==> config.mk <==
export PLATFORM = sky130hd
export DESIGN_NAME = dls_shifter
export DESIGN_NICKNAME = d
export VERILOG_FILES = /design/src/rtl/dls_pkg.sv /design/src/rtl/dls_count_decode.sv /design/src/rtl/dls_lane.sv /design/src/rtl/dls_shifter.sv
export SDC_FILE = /design/constraint.sdc
export NUM_CORES = 1
export LEC_CHECK = 0
export BUFFER_PORTS_ARGS = -buffer_cell sky130_fd_sc_hd__buf_2
export CORE_MARGIN = 2
export CORE_UTILIZATION = 40
export DETAILED_ROUTE_END_ITERATION = 10
export HOLD_SLACK_MARGIN = 0.15
export PLACE_DENSITY_LB_ADDON = 0.1
export RECOVER_POWER = 50
export SLEW_MARGIN = 20
export SYNTH_ARGS = -nofsm -noshare
export SYNTH_HDL_FRONTEND = slang
export SYNTH_SLANG_ARGS = --single-unit
==> constraint.sdc <==
create_clock -name clk_i -period 0.9 [get_ports clk_i]
set_input_delay 0.09 -clock clk_i [delete_from_list [all_inputs] [get_ports clk_i]]
set_output_delay 0.09 -clock clk_i [all_outputs]
set_load 0.01 [all_outputs]
==> src/rtl/dls_pkg.sv <==
package dls_pkg;
  typedef enum logic {
    DIR_RIGHT = 1'b0,
    DIR_LEFT  = 1'b1
  } shift_dir_e;
endpackage

==> src/rtl/dls_count_decode.sv <==
module dls_count_decode
  import dls_pkg::*;
#(
  parameter int LANE_W   = 16,
  parameter int CNT_BITS = 6,
  localparam int AMT_W   = $clog2(LANE_W + 1)
) (
  input  logic [CNT_BITS-1:0] cnt_i,
  output shift_dir_e          dir_o,
  output logic [AMT_W-1:0]    amt_o
);
  logic                neg;
  logic [CNT_BITS-1:0] mag;

  assign neg = cnt_i[CNT_BITS-1];
  // most negative count negates onto itself; read unsigned it is the right magnitude
  assign mag = neg ? (~cnt_i + 1'b1) : cnt_i;

  always_comb begin
    dir_o = neg ? DIR_RIGHT : DIR_LEFT;
    if (int'(mag) > LANE_W) amt_o = AMT_W'(LANE_W);
    else                    amt_o = AMT_W'(mag);
  end
endmodule

==> src/rtl/dls_lane.sv <==
module dls_lane
  import dls_pkg::*;
#(
  parameter int LANE_W = 16,
  localparam int AMT_W  = $clog2(LANE_W + 1),
  localparam int WIDE_W = 2 * LANE_W + 1
) (
  input  logic [LANE_W-1:0] lane_i,
  input  shift_dir_e        dir_i,
  input  logic [AMT_W-1:0]  amt_i,
  output logic [LANE_W-1:0] lane_o,
  output logic              ovf_o
);
  logic [WIDE_W-1:0]    wide;
  logic [WIDE_W-1:0]    up;
  logic [LANE_W+1:0]    head;
  logic [LANE_W-1:0]    dn;
  logic [LANE_W-1:0]    sat;
  logic                 fits;

  assign wide = {{(LANE_W + 1){lane_i[LANE_W-1]}}, lane_i};
  assign up   = wide << amt_i;
  // result fits when every bit above the lane sign copies it
  assign head = up[WIDE_W-1:LANE_W-1];
  assign fits = (&head) | ~(|head);
  assign dn   = LANE_W'($signed(lane_i) >>> amt_i);
  assign sat  = lane_i[LANE_W-1] ? {1'b1, {(LANE_W - 1){1'b0}}}
                                 : {1'b0, {(LANE_W - 1){1'b1}}};

  always_comb begin
    if (dir_i == DIR_LEFT) begin
      lane_o = fits ? up[LANE_W-1:0] : sat;
      ovf_o  = ~fits;
    end else begin
      lane_o = dn;
      ovf_o  = 1'b0;
    end
  end
endmodule

==> src/rtl/dls_shifter.sv <==
module dls_shifter
  import dls_pkg::*;
#(
  parameter int LANE_W   = 16,
  parameter int LANES    = 2,
  parameter int CNT_W    = 16,
  parameter int CNT_BITS = 6,
  localparam int DATA_W  = LANE_W * LANES,
  localparam int AMT_W   = $clog2(LANE_W + 1)
) (
  input  logic              clk_i,
  input  logic              rst_ni,
  input  logic [DATA_W-1:0] operand_i,
  input  logic [CNT_W-1:0]  count_i,
  output logic [DATA_W-1:0] result_o,
  output logic [LANES-1:0]  ovf_o
);
  shift_dir_e        dir;
  logic [AMT_W-1:0]  amt;
  logic [DATA_W-1:0] res_d;
  logic [LANES-1:0]  ovf_d;
  logic              unused_cnt_hi;

  assign unused_cnt_hi = ^count_i[CNT_W-1:CNT_BITS];

  dls_count_decode #(
    .LANE_W  (LANE_W),
    .CNT_BITS(CNT_BITS)
  ) u_dec (
    .cnt_i(count_i[CNT_BITS-1:0]),
    .dir_o(dir),
    .amt_o(amt)
  );

  for (genvar g = 0; g < LANES; g++) begin : g_lane
    dls_lane #(
      .LANE_W(LANE_W)
    ) u_lane (
      .lane_i(operand_i[g*LANE_W +: LANE_W]),
      .dir_i (dir),
      .amt_i (amt),
      .lane_o(res_d[g*LANE_W +: LANE_W]),
      .ovf_o (ovf_d[g])
    );
  end

  always_ff @(posedge clk_i or negedge rst_ni) begin
    if (!rst_ni) begin
      result_o <= '0;
      ovf_o    <= '0;
    end else begin
      result_o <= res_d;
      ovf_o    <= ovf_d;
    end
  end
endmodule

After elaboration in Yosys (flattened, before gate mapping)
Index checks and enable logic that the tools add are counted.
{"block": "word_totals", "elab_cells": 29, "inputBits": 50, "regBits": 34}
{"block": "op_classes", "n_reduce_logical": 4, "add_sub_neg": 1, "n_mux": 10, "n_lt_le_gt_ge": 1, "bitwise": 7, "shift": 4}
{"cell": "$mux W16", "count": 6}
{"cell": "$shl A33 B5 Y33", "count": 2}
{"cell": "$reduce_and A18 Y1", "count": 2}
{"cell": "$reduce_or A18 Y1", "count": 2}
{"cell": "$sshr A16 B5 Y16", "count": 2}
{"cell": "$add A6 B1 Y6 const B", "count": 1}
{"cell": "$gt A6 B5 Y1 const B", "count": 1}
{"cell": "$mux W6", "count": 1}
{"cell": "$not A6 Y6", "count": 1}
{"cell": "$mux W5", "count": 1}
{"cell": "$not A1 Y1", "count": 4}
{"cell": "$mux W1", "count": 2}
{"cell": "$or A1 B1 Y1", "count": 2}

Depth between registers and ports, before layout
{"block": "depth", "ltp_word": 11, "ltp_mapped": 21, "depth_no_buf": 12}

Modules after synthesis
Synthesis repeated with hierarchy kept, for this count alone.
{"block": "unflattened", "cells_unflattened": 740, "area_unflattened_um2": 5999.5}
{"mod": "dls_lane (g_lane[0].u_lane)", "area_each_um2": 2506.2, "n_inst": 1, "cells_per_inst": 325}
{"mod": "dls_lane (g_lane[1].u_lane)", "area_each_um2": 2461.1, "n_inst": 1, "cells_per_inst": 355}
{"mod": "dls_shifter", "area_each_um2": 850.8, "n_inst": 1, "cells_per_inst": 34}
{"mod": "dls_count_decode", "area_each_um2": 181.4, "n_inst": 1, "cells_per_inst": 26}

Worst setup path after synthesis
OpenSTA, ideal clock, no wires.
{"block": "synth_path", "path_kind": "input -> register", "from": "input port count_i[0]", "to": "register result_o[5]", "path_stages": 18, "arrival_ns": 4.157, "path_buffers": 6, "setup_ns": 0.104, "path_slack_ns": -3.361, "required_ns": 0.796, "path_cell_list": "buf_2 inv_1 clkbuf_1 ha_1 buf_4 or3b_1 buf_2 a211oi_2 nand2_1 buf_4 o211a_1 or4_1 o21ai_1 or4b_1 nor4_2 nor2_1 buf_4 o311ai_1"}
{"block": "synth_between", "elab_chain_len": 11}
{"element": "start: declaration", "line_no": "dls_shifter.sv:14", "source": "input logic [CNT_W-1:0] count_i,"}
{"element": "$not A6 Y6", "line_no": "dls_count_decode.sv:17", "source": "assign mag = neg ? (~cnt_i + 1'b1) : cnt_i;"}
{"element": "$add A6 B1 Y6", "line_no": "dls_count_decode.sv:17"}
{"element": "$mux W6 *", "line_no": "dls_count_decode.sv:17"}
{"element": "$gt A6 B5 Y1", "line_no": "dls_count_decode.sv:21", "source": "if (int'(mag) > LANE_W) amt_o = AMT_W'(LANE_W);"}
{"element": "$mux W5 *", "line_no": "dls_count_decode.sv:21"}
{"element": "$shl A33 B5 Y33", "line_no": "dls_lane.sv:22", "source": "assign up = wide << amt_i;"}
{"element": "$reduce_or A18 Y1", "line_no": "dls_lane.sv:25", "source": "assign fits = (&head) | ~(|head);"}
{"element": "$not A1 Y1", "line_no": "dls_lane.sv:25"}
{"element": "$or A1 B1 Y1", "line_no": "dls_lane.sv:25"}
{"element": "$mux W16", "line_no": "dls_lane.sv:32", "source": "lane_o = fits ? up[LANE_W-1:0] : sat;"}
{"element": "$mux W16 *", "line_no": "dls_lane.sv:31", "source": "if (dir_i == DIR_LEFT) begin"}
{"element": "via g_lane[0].u_lane.lane_o[5]", "line_no": "dls_lane.sv:11", "source": "output logic [LANE_W-1:0] lane_o,"}
{"element": "end signal: assignment", "line_no": "dls_shifter.sv:52", "source": "result_o <= res_d;"}
{"element": "end: declaration", "line_no": "dls_shifter.sv:15", "source": "output logic [DATA_W-1:0] result_o,"}
The timed path passes the listed nets; every way through them passes the cells marked *.

Worst setup path after layout
{"block": "layout_path", "from": "input port count_i[0]", "to": "register result_o[27]"}
{"block": "layout_between", "elab_chain_len": 11}
{"element": "$not A6 Y6", "line_no": "dls_count_decode.sv:17"}
{"element": "$add A6 B1 Y6", "line_no": "dls_count_decode.sv:17"}
{"element": "$mux W6 *", "line_no": "dls_count_decode.sv:17"}
{"element": "$gt A6 B5 Y1", "line_no": "dls_count_decode.sv:21"}
{"element": "$mux W5 *", "line_no": "dls_count_decode.sv:21"}
{"element": "$shl A33 B5 Y33", "line_no": "dls_lane.sv:22"}
{"element": "$reduce_or A18 Y1", "line_no": "dls_lane.sv:25"}
{"element": "$not A1 Y1", "line_no": "dls_lane.sv:25"}
{"element": "$or A1 B1 Y1", "line_no": "dls_lane.sv:25"}
{"element": "$mux W16", "line_no": "dls_lane.sv:32"}
{"element": "$mux W16 *", "line_no": "dls_lane.sv:31"}
{"element": "via g_lane[1].u_lane.lane_o[11]", "line_no": "dls_lane.sv:11"}
Marked as above.

==> flow_summary_export.csv <==
group,metric,value,unit
timing,worstMarginPinSlew,0.756,ns
grt,first_global_vias,9456,
synthesis,synth_nets,874,
synthesis,seq_area_frac_synth,14.6,%
synthesis,synth.distinct_cells,86,
worst_hold_path,min_to,"result_o[31]",
job,cap_violations,0,
timing,finalCritPeriodShare,395,%
setup_path,path_max_fanout,6,
cts,tritoncts,"yes",
synthesis,synth_edf_count,0,
floorplanning,rows,44,
grt,grt_util_met2,66.8,%
final_layout,final_cell_mix,"331 x buf_4, 70 x nand2_1, 70 x buf_2, 67 x nor2_1, 65 x a21oi_1",
final_layout,insertedDiodeCount,0,
grt,grt_max_degree,40,
grt,grtUsageMet1,58.2,%
cts,clk_pin_slew,0.05,ns
final_layout,utilization,72.9,%
timing,period_needed,3.55,ns
grt,grt_pass1_wl,54700,um
route,totalWireLength,35500,um
timing,setup_viol,32,
timing,max_freq,281,MHz
setup_path,start_kind,"input port",
synthesis,synth_area,0.00584,mm^2
power,power.density_cell_area,1160,mW/mm^2
setup_path,crit_required,1.08,ns
cts,cts_inserted_buffers,5,
timing,rsz0062_at_grt,"yes",
timing,setup_slack,-2.65,ns
floorplanning,coreArea,0.0144,mm^2
run_status,status,"finished, violations left",
setup_path,cp-end-kind,"register",
route,post_drt_via_cell_ratio,6.86,
cts,clockBufferDepth,2,
final_layout,drive_gt1_share,52.6,%
synthesis,synth_cells,823,
synthesis,synthFlopType,"dfrtp_1",
place,dpl.hpwl,26100,um
cts,clock-sinks,34,
cts,cts_root_buf,"clkbuf_16",
synthesis,synth.avg_cell_area,7.10,um^2
floorplanning,ioPinCount,84,
grt,grt_overflow,0,
worst_hold_path,worstHoldStart,"operand_i[31]",
final_layout,layout.nets,1240,
route,drc_errors,0,
floorplanning,die_y,125,um
worst_hold_path,hold_depth,2,
final_layout,area_growth,80.1,%
run_status,failed_checks,"setup timing",
place,postPlaceCellArea,0.00881,mm^2
place,place_inst,1313,
synthesis,yosysWarnings,0,
power,power.leakage,4.46,nW
route,vias,9424,
grt,grt-busiest-layer,"met2",
floorplanning,start_util,40.5,%
timing,hold_viol_final,0,
synthesis,ys_ff_latch,34,
cts,htreeDepth,2,
final_layout,final_area,0.0105,mm^2
setup_path,crit_type,"in2reg",
grt,grtUsageTotal,44.3,%
grt,antenna_found_initial,0,
power,vdd_drop_max,1.08,mV
setup_path,arrival,3.73,ns
worst_hold_path,hold_class,"in2reg",
floorplanning,die_area,0.0156,mm^2
final_layout,fin_cells,1374,
place,portBuffers,73,
timing,slew_violations,0,
route,drt_iter0_markers,1550,
floorplanning,die_w,125,um
final_layout,final_common_cell,"buf_4",
route,antenna_left,0,
grt,use_met3,12.1,%
place,routabilityCongestion,1.08,
route,wl_per_cell,25.8,um
route,first_pass_iters,8,
synthesis,synthArstFlopShare,100,%
timing,max-slew-margin-rel,49.3,%
[sequential cells by signal (all words and copies together) (netlist names)]
| name | flops |
|---|---|
| result_o | 32 |
| ovf_o | 2 |
[worst max path at each step]
stage | start | endpoint | slack (ns) | depth (start not counted)
2_1_floorplan | count_i[0] | result_o[27] | -3.05 | 19
3_3_place_gp | count_i[0] | result_o[27] | -3.18 | 16
3_5_place_dp | count_i[0] | result_o[27] | -3.20 | 15
4_1_cts | count_i[0] | result_o[27] | -2.47 | 15
5_1_grt | count_i[0] | result_o[27] | -2.71 | 17
6_report | count_i[0] | result_o[27] | -2.65 | 15
[cells by family after synthesis]
logic type               Yosys count  share of synthesized area, %
AO/OA/AOI/OAI                    342                          40.2
XOR/XNOR                           2                         0.300
adder cells (fa/ha/maj)            1                         0.214
buffers and inverters            103                          7.90
flip-flops                        34                          14.6
multiplexers                      49                          10.6
AND/OR/NAND/NOR                  292                          26.2
[synth_stat cells, types with 11 or more instances]
library cell | count | share of area, %
o211ai_1 | 16 | 2.1
nor4_1 | 17 | 1.8
nor3_1 | 33 | 2.8
inv_1 | 15 | 0.96
buf_2 | 12 | 1.0
buf_1 | 15 | 0.96
nand3_1 | 18 | 1.5
o22ai_1 | 30 | 3.2
a221oi_1 | 16 | 2.4
nor2_1 | 70 | 4.5
a2111oi_0 | 11 | 1.6
nand2_1 | 74 | 4.8
a211oi_1 | 34 | 4.4
a21oi_1 | 73 | 6.3
mux2i_1 | 34 | 5.8
clkbuf_1 | 48 | 3.1
dfrtp_1 | 34 | 15
o21ai_0 | 52 | 4.5
[critical path, cell delays in order]
cell	delay (ns)
buf_8	0.11
inv_8	0.04
ha_4	0.11
or3b_4	0.43
a2111o_2	0.56
buf_4	0.17
a211oi_4	0.21
a2111oi_0	0.10
o32a_1	0.34
nand4bb_1	0.20
or4_4	0.51
nor4_4	0.29
buf_6	0.17
o211ai_1	0.13
a32oi_1	0.25
[stage by stage]
stage / setup WS, ns / setup TNS, ns / total power, mW / hold WS, ns
after floorplan: -3.05 / -92.69 / 5.16 / -0.206
after global placement: -3.18 / -95.94 / 8.53 / 0.0524
after detailed placement: -3.20 / -97.91 / 8.57 / 0.0699
after CTS: -2.47 / -76.28 / 11.6 / 0.192
after global routing: -2.71 / -83.12 / 12.6 / 0.205
final: -2.65 / -80.99 / 12.2 / 0.211
[final cells by class]
| class | instances | area [um^2] |
|---|---|---|
| timing repair buffer | 445 | 3460 |
| tap | 184 | 230 |
| sequential | 34 | 851 |
| clock buffer | 5 | 125 |
| inverter | 15 | 66.3 |
| multi-input combinational | 688 | 5740 |
| fill | 1097 | 3900 |
| clock inverter | 3 | 40.0 |
[per-layer routing]
layer / part of all wire (%) / routed length [um]
met5: 0 / 0
met4: 5.6 / 2000
met3: 13 / 4540
met2: 43 / 15200
met1: 39 / 13800
[power breakdown]
| part | switching (mW) | total [mW] | internal [mW] |
|---|---|---|---|
| Combinational | 4.69 | 8.49 | 3.81 |
| Clock | 0.656 | 1.95 | 1.29 |
| Sequential | 0.0441 | 1.74 | 1.70 |
| Total | 5.39 | 12.2 | 6.80 |
[what timing repair did]
item                                    CTS  global route
gates resized for setup                 172            34
cloned                                    5             0
pin swaps                                63            23
hold endpoints to repair                 34             0
hold buffers                              1             0
setup buffers                            42             9
endpoints found under the setup margin   32            33
Note: power is estimated with default switching activity, not from simulation.
